### config.mk
export PLATFORM = sky130hd
export DESIGN_NAME = tlb_top
export DESIGN_NICKNAME = d
export VERILOG_FILES = /design/src/rtl/tlb_pkg.sv /design/src/rtl/tlb_store.sv /design/src/rtl/tlb_lru.sv /design/src/rtl/tlb_top.sv
export SDC_FILE = /design/constraint.sdc
export NUM_CORES = 2
export LEC_CHECK = 0
export BUFFER_PORTS_ARGS = -buffer_cell sky130_fd_sc_hd__buf_2
export CAP_MARGIN = 40
export CORE_MARGIN = 1
export CORE_UTILIZATION = 35
export DETAILED_ROUTE_END_ITERATION = 12
export PLACE_DENSITY = 0.59
export SYNTH_ARGS = -nofsm -noshare
export SYNTH_HDL_FRONTEND = slang
export SYNTH_HIERARCHICAL = 1
export SYNTH_SLANG_ARGS = --single-unit
### constraint.sdc
create_clock -name clk -period 19.86 [get_ports clk]
set_input_delay 1.986 -clock clk [delete_from_list [all_inputs] [get_ports clk]]
set_output_delay 1.986 -clock clk [all_outputs]
set_load 0.02 [all_outputs]
### src/rtl/tlb_pkg.sv
package tlb_pkg;
    parameter int VA_W   = 32;
    parameter int PAGE_W = 12;
    parameter int VPN_W  = VA_W - PAGE_W;
    parameter int PFN_W  = 20;
    parameter int PA_W   = PFN_W + PAGE_W;
    parameter int ASID_W = 8;
    parameter int N_ENT  = 16;

    typedef struct packed {
        logic ex;
        logic wr;
        logic rd;
    } perm_t;

    typedef struct packed {
        logic              valid;
        logic [ASID_W-1:0] asid;
        logic [VPN_W-1:0]  vpn;
        logic [PFN_W-1:0]  pfn;
        perm_t             perm;
    } entry_t;

    // index of the lowest set bit, 0 when none is set
    function automatic int lowest_set(input logic [63:0] v);
        int r = 0;
        for (int i = 63; i >= 0; i--) begin
            if (v[i]) r = i;
        end
        return r;
    endfunction
endpackage

### src/rtl/tlb_store.sv
module tlb_store
    import tlb_pkg::*;
#(
    parameter int N  = N_ENT,
    localparam int IW = $clog2(N)
) (
    input  logic              clk,
    input  logic              rst,
    input  logic [VPN_W-1:0]  lk_vpn,
    input  logic [ASID_W-1:0] lk_asid,
    input  logic              fill_we,
    input  logic [IW-1:0]     fill_idx,
    input  entry_t            fill_ent,
    input  logic              kill_all,
    input  logic              kill_tag_v,
    input  logic [ASID_W-1:0] kill_tag,
    input  logic              kill_one_v,
    input  logic [VPN_W-1:0]  kill_vpn,
    input  logic [ASID_W-1:0] kill_one_tag,
    output logic [N-1:0]      lk_match,
    output logic [N-1:0]      fl_match,
    output logic [N-1:0]      valid_vec,
    output entry_t            hit_ent
);
    entry_t ent [N];

    always_ff @(posedge clk) begin
        if (rst) begin
            for (int i = 0; i < N; i++) ent[i].valid <= 1'b0;
        end else begin
            for (int i = 0; i < N; i++) begin
                if (kill_all
                    || (kill_tag_v && ent[i].asid == kill_tag)
                    || (kill_one_v && ent[i].vpn == kill_vpn && ent[i].asid == kill_one_tag))
                    ent[i].valid <= 1'b0;
                else if (fill_we && fill_idx == IW'(i))
                    ent[i] <= fill_ent;
            end
        end
    end

    for (genvar g = 0; g < N; g++) begin : g_cmp
        assign valid_vec[g] = ent[g].valid;
        assign lk_match[g]  = ent[g].valid && ent[g].vpn == lk_vpn && ent[g].asid == lk_asid;
        assign fl_match[g]  = ent[g].valid && ent[g].vpn == fill_ent.vpn
                              && ent[g].asid == fill_ent.asid;
    end

    always_comb begin
        hit_ent = '0;
        for (int i = 0; i < N; i++) begin
            if (lk_match[i]) hit_ent = hit_ent | ent[i];
        end
    end
endmodule

### src/rtl/tlb_lru.sv
module tlb_lru #(
    parameter int N  = 16,
    localparam int IW = $clog2(N)
) (
    input  logic          clk,
    input  logic          rst,
    input  logic          touch_v,
    input  logic [IW-1:0] touch_idx,
    input  logic [N-1:0]  valid_vec,
    output logic [IW-1:0] victim_idx
);
    // age rank per entry: 0 = most recent, N-1 = least recent; always a permutation
    logic [IW-1:0] age [N];

    always_ff @(posedge clk) begin
        if (rst) begin
            for (int i = 0; i < N; i++) age[i] <= IW'(i);
        end else if (touch_v) begin
            for (int i = 0; i < N; i++) begin
                if (IW'(i) == touch_idx)         age[i] <= '0;
                else if (age[i] < age[touch_idx]) age[i] <= age[i] + 1'b1;
            end
        end
    end

    always_comb begin
        logic found;
        found      = 1'b0;
        victim_idx = '0;
        for (int i = 0; i < N; i++) begin
            if (!valid_vec[i] && !found) begin
                victim_idx = IW'(i);
                found      = 1'b1;
            end
        end
        if (!found) begin
            for (int i = 0; i < N; i++) begin
                if (age[i] == IW'(N - 1)) victim_idx = IW'(i);
            end
        end
    end
endmodule

### src/rtl/tlb_top.sv
module tlb_top
    import tlb_pkg::*;
#(
    parameter int N  = N_ENT,
    localparam int IW = $clog2(N)
) (
    input  logic              clk,
    input  logic              rst,
    input  logic              lk_valid,
    input  logic              lk_write,
    input  logic [VA_W-1:0]   lk_vaddr,
    input  logic [ASID_W-1:0] cur_asid,
    output logic              hit,
    output logic              miss,
    output logic              prot_fault,
    output logic [PA_W-1:0]   paddr,
    output logic [2:0]        hit_perm,
    input  logic              fill_valid,
    input  logic [VPN_W-1:0]  fill_vpn,
    input  logic [ASID_W-1:0] fill_asid,
    input  logic [PFN_W-1:0]  fill_pfn,
    input  logic [2:0]        fill_perm,
    input  logic              inv_valid,
    input  logic [VPN_W-1:0]  inv_vpn,
    input  logic [ASID_W-1:0] inv_asid,
    input  logic              flush_all,
    input  logic              flush_asid_valid,
    input  logic [ASID_W-1:0] flush_asid
);
    logic [N-1:0]  lk_match, fl_match, valid_vec;
    entry_t        hit_ent, fill_ent;
    logic [IW-1:0] victim_idx, fill_idx, hit_idx, dup_idx;
    logic          any_hit, fill_we, maint, fault_c;

    assign fill_ent = '{valid: 1'b1, asid: fill_asid, vpn: fill_vpn,
                        pfn: fill_pfn, perm: perm_t'(fill_perm)};

    assign maint   = flush_all | flush_asid_valid | inv_valid;
    assign fill_we = fill_valid & ~maint;
    assign any_hit = |lk_match;
    assign hit_idx = IW'(lowest_set(64'(lk_match)));
    assign dup_idx = IW'(lowest_set(64'(fl_match)));
    assign fill_idx = (|fl_match) ? dup_idx : victim_idx;

    tlb_store #(.N(N)) u_store (
        .clk(clk), .rst(rst),
        .lk_vpn(lk_vaddr[VA_W-1:PAGE_W]), .lk_asid(cur_asid),
        .fill_we(fill_we), .fill_idx(fill_idx), .fill_ent(fill_ent),
        .kill_all(flush_all), .kill_tag_v(flush_asid_valid), .kill_tag(flush_asid),
        .kill_one_v(inv_valid), .kill_vpn(inv_vpn), .kill_one_tag(inv_asid),
        .lk_match(lk_match), .fl_match(fl_match), .valid_vec(valid_vec),
        .hit_ent(hit_ent)
    );

    tlb_lru #(.N(N)) u_lru (
        .clk(clk), .rst(rst),
        .touch_v(fill_we | (lk_valid & any_hit)),
        .touch_idx(fill_we ? fill_idx : hit_idx),
        .valid_vec(valid_vec),
        .victim_idx(victim_idx)
    );

    assign fault_c    = lk_valid & any_hit & lk_write & ~hit_ent.perm.wr;
    assign prot_fault = fault_c;
    assign hit        = lk_valid & any_hit & ~fault_c;
    assign miss       = lk_valid & ~any_hit;
    assign paddr      = hit ? {hit_ent.pfn, lk_vaddr[PAGE_W-1:0]} : '0;
    assign hit_perm   = hit ? 3'(hit_ent.perm) : 3'b000;
endmodule

-- Word-level counts from Yosys, hierarchy flattened
Memory sizes are Yosys's and may differ from the RTL's.
Index checks and enable logic that the tools add are counted.
- register bits after elaboration: 0
- memory bits (writable): 896
- bits of input ports: 135
- word-level logic and storage cells: 914
- memories: 2
- memories (name ; depth ; bits a word ; rd ports ; clocked after Yosys merged registers in ; wr ports ; RTL line ; source):
    u_store.ent ; 16 ; 52 ; 16 ; 0 ; 16 ; tlb_store.sv:25 ; entry_t ent [N];
    u_lru.age ; 16 ; 4 ; 17 ; 0 ; 16 ; tlb_lru.sv:13 ; logic [IW-1:0] age [N];
- add/subtract/negate cells: 16
- $lt $le $gt $ge: 16
- equality and inequality tests: 158
- mux-type cells: 422
- bitwise operators: 92
- reduce and logical (&&, ||, !) cells: 208
- operator list (cell ; number):
    $eq 20x20->1 ; 48
    $eq 8x8->1 ; 64
    $mux 23 ; 16
    $mux 4 ; 91
    $or 23x23->23 ; 15
    $mux 1 ; 307
    $logic_and 1x1->1 ; 143
    $eq 4x4->1 const B ; 24
    $or 1x1->1 ; 67
    $add 4x1->4 const B ; 16
    $lt 4x4->1 ; 16
    $eq 4x4->1 const A ; 8
    $logic_or 1x1->1 ; 32
    $mux 32 ; 1
    $reduce_or 16->1 ; 2
    $logic_not 1->1 ; 29
    $eq 3x4->1 const A ; 4
    $eq 4x3->1 const B ; 4
    $mux 3 ; 5
    $eq 2x4->1 const A ; 2
    $eq 4x2->1 const B ; 2
    $logic_not 4->1 ; 2
    $and 1x1->1 ; 6
    $eq 1x4->1 const A ; 1
    other kinds (3) ; 7

-- Longest topological paths before layout
An unclocked memory read counts as a cell.
- depth in word-level cells: 73
- depth in mapped cells: 25
- gate-level depth less buffers: 20

-- Modules after synthesis
The synthesis kept the hierarchy.
- modules (own cells, without submodules) (module ; times used ; cells an instance ; area each (um2) ; sequential area each (um2)):
    tlb_store ; 1 ; 4495 ; 51059.0 ; 24984.0
    tlb_lru ; 1 ; 559 ; 5589.1 ; 1921.8
    tlb_top ; 1 ; 117 ; 698.2 ; 0.0

-- Least setup slack after synthesis
Ideal clock, no wire load.
- path kind: input to register
- start: in fill_asid[6]
- end: mem u_store/ent[0][312] (netlist bit) (enable)
- arrival: 8.259 ns
- required time: 19.337 ns
- path slack: 11.079 ns
- stages on the path: 13
- cells stage by stage: clkbuf_1 buf_1 xor2_1 nor4_1 nand4_1 nor4_1 inv_1 a2111oi_0 o31a_1 o21ai_2 clkbuf_1 nand2b_1 nor3_1
- RTL lines (what ; RTL line ; source):
    start, declared ; tlb_top.sv:20 ; input logic [ASID_W-1:0] fill_asid,
    end, declared ; tlb_store.sv:25 ;

==> impl_metrics.toml <==
[clock_tree]
cts_hold_buffers = 0
root_buffer = "clkbuf_16"
clk_pin_slew_ns = 0.06
cts.sinks = 896
cts_buffers = 102
cts_resized = 0
postCtsSetupBuffers = 0
clock_path_buffers = 3
htreeDepth = 3
clock_latency_ns = 0.76
cts_tree = "done"

[layout]
fillCellCount = 14500
nets = 4762
fin_util = 0.394
area_growth_syn_to_layout_pct = 11.9
drive_above_1_share = 0.128

[critical_path]
crit_path_end = "u_lru/age[7][2]$_SDFFCE_PN1P_"
critPathTopFamily = "simple AND/OR/NAND/NOR gates"
critPathSlowestCell = "a2111oi_0"
slowest_delay_ns = 0.83
worstSetupPathType = "primary input to flip-flop"
crit_chain = "buf_2 -> buf_4 -> xor2_1 -> nor4_1 -> nand4_1 -> nor4_1 -> buf_4 -> or4_4 -> and4b_1 -> a21oi_1 -> o21ai_2 -> a22o_1 -> buf_8 -> mux4_2 -> mux4_2 -> inv_1 -> ha_1 -> a2111oi_0 -> and2_1 -> a31oi_1 -> nand3b_1"
r2r_cells = 17
r2r-start = "u_store/ent[1][414]$_DFFE_PP_"
r2r_slack_ns = 12.38
startpoint_type = "primary input"
critPathRequiredTime_ns = 20.31
worstSetupPathDepth = 21
cp-startpoint = "fill_asid[0]"
end_kind = "flip-flop"
crit_buf_inv = 5
r2r_end = "u_lru/age[7][2]$_SDFFCE_PN1P_"
worstPathMaxFanout = 19
cp.arrival_ns = 9.42

[sta]
layout_min_cycle_time_ns = 8.97
fin_crit_sh = 0.452
max_freq_mhz = 111
max_slew_margin = 0.334
tns_ns = 0
clock-skew-final_ns = 0.0732
tightest_slew_ns = 0.989
setup_viol = 0
rsz0062_at_grt = "no"
hold_viol = 0
final-max-slew-violation-count = 0

[pwr]
p_sw_frac = 0.259
p_seq_frac = 0.463
power_frac_comb = 0.099
finalPower_w = 0.00454
clock_power_share = 0.438
power.density_mw_per_mm2 = 75.8
p_int_w = 0.00336
p_leak_nw = 19.9
p_switching_w = 0.00118
peakVddDrop_uv = 81.0

[floorplanning]
ios = 173
dieHeight_um = 393
die_w_um = 393
rows = 143
dieArea_mm2 = 0.154
core_mm2 = 0.152
initial_core_util = 0.352

[route]
firstDrtPassIters = 7
wl_mm = 226
drc = 0
wl_per_cell_um = 33.8
avgViaCountPerCell = 6.02
first_iter_violations = 5613
dr_total_vias = 40200
antenna_left = 0

[placed_design]
io_buffers = 172
hpwl_mm = 141
gp_congestion = 0.969

[global_route]
track_usage = 0.288
grt_pass1_wl_mm = 310
grt_pass1_vias = 38600
grt_max_degree = 53
gr-total-overflow = 0
antenna_found_initial = 31

[logic_synthesis]
synth_warnings = 6
syn_avg_cell_area_um2 = 11.7
postSynthCellCount = 4566
synth_area_mm2 = 0.0535

[outcome]
outcome = "completed"

[min_path]
min_path_type = "flip-flop to flip-flop"

[flow_run]
maxCapViolCount = 0
metrics by stage:
step	cell area (um2)	hold slack, ns	cells	setup slack [ns]
after floorplan	53500	0.594	4571	11.08
after detailed placement	56400	0.659	6488	10.31
final	59900	0.666	6686	10.89
after global placement	56100	0.637	6464	9.77
after global routing	59900	0.713	6684	10.68
after CTS	59900	0.666	6677	11.11
sequential cells by signal, summed over array words and instances (netlist names):
name         count
u_store/ent    832
u_lru/age       64
final cells by class:
type,instances,area [um2],share of cell area
inverters,35,131,0.00219
well taps,2030,2540,0.0424
repair buffers,356,2380,0.0397
diodes,8,20.0,0.000334
flip-flops and latches,896,26900,0.449
multi-input cells,3172,24400,0.408
clock inverters,75,865,0.0144
clock buffers,114,2620,0.0437
power groups by stage:
stage	Combinational (W)	Clock, W	Sequential, W
floorplan	0.000237	0	0.00213
detailed placement	0.000429	0	0.00214
global placement	0.000422	0	0.00214
global route	0.000454	0.00207	0.00210
CTS	0.000430	0.00201	0.00210
finish	0.000449	0.00199	0.00210
layout by cell type (no fill, tap or decap), types with 32 or more instances in the layout:
| cell type | n |
|---|---|
| edfxtp_1 | 896 |
| clkbuf_16 | 103 |
| xor2_1 | 896 |
| a21oi_1 | 41 |
| nand2_1 | 140 |
| or3_1 | 34 |
| buf_2 | 178 |
| nor3_1 | 100 |
| ha_1 | 64 |
| buf_4 | 162 |
| nand3_1 | 176 |
| and2_1 | 50 |
| xnor2_1 | 605 |
| nor4_1 | 258 |
| nand4_1 | 228 |
| inv_1 | 32 |
| nor2_1 | 63 |
| and3_1 | 83 |
how the worst min path moves through the flow:
| stage | endpoint | start | slack, ns | depth (start not counted) |
|---|---|---|---|---|
| final | u_lru/age[6][0]$_SDFFCE_PN0P_ | u_lru/age[6][0]$_SDFFCE_PN0P_ | 0.67 | 1 |
| after global routing | u_lru/age[6][0]$_SDFFCE_PN0P_ | u_lru/age[6][0]$_SDFFCE_PN0P_ | 0.71 | 1 |
| after CTS | u_lru/age[6][0]$_SDFFCE_PN0P_ | u_lru/age[6][0]$_SDFFCE_PN0P_ | 0.67 | 1 |
| after detailed placement | u_lru/age[6][0]$_SDFFCE_PN0P_ | u_lru/age[6][0]$_SDFFCE_PN0P_ | 0.66 | 1 |
| after global placement | u_lru/age[6][0]$_SDFFCE_PN0P_ | u_lru/age[6][0]$_SDFFCE_PN0P_ | 0.64 | 1 |
| after floorplan | u_lru/age[0][0]$_SDFFCE_PN0P_ | u_lru/age[0][0]$_SDFFCE_PN0P_ | 0.59 | 1 |
worst register-to-register path: cells and delay by family (launching register included):
family | cells | cell delay (ns)
DFF | 1 | 0.59
adders and majority gates | 1 | 0.39
buffers and inverters | 2 | 0.81
xor gates and xnor gates | 1 | 0.31
AOI/OAI and AO/OA | 6 | 2.42
and+or+nand+nor | 5 | 1.68
muxes | 2 | 0.98
metal layers:
layer / vias to the layer above / share of wire / track usage / routed length [um]
met1: 20000 / 0.38 / 0.371 / 85900
met2: 2845 / 0.43 / 0.437 / 97500
li1: 16600 / - / - / -
met5: - / 0.00058 / 0 / 132
met4: 22 / 0.070 / 0.172 / 15900
met3: 751 / 0.12 / 0.0691 / 26800
Note: power is estimated with default switching activity, not from simulation.
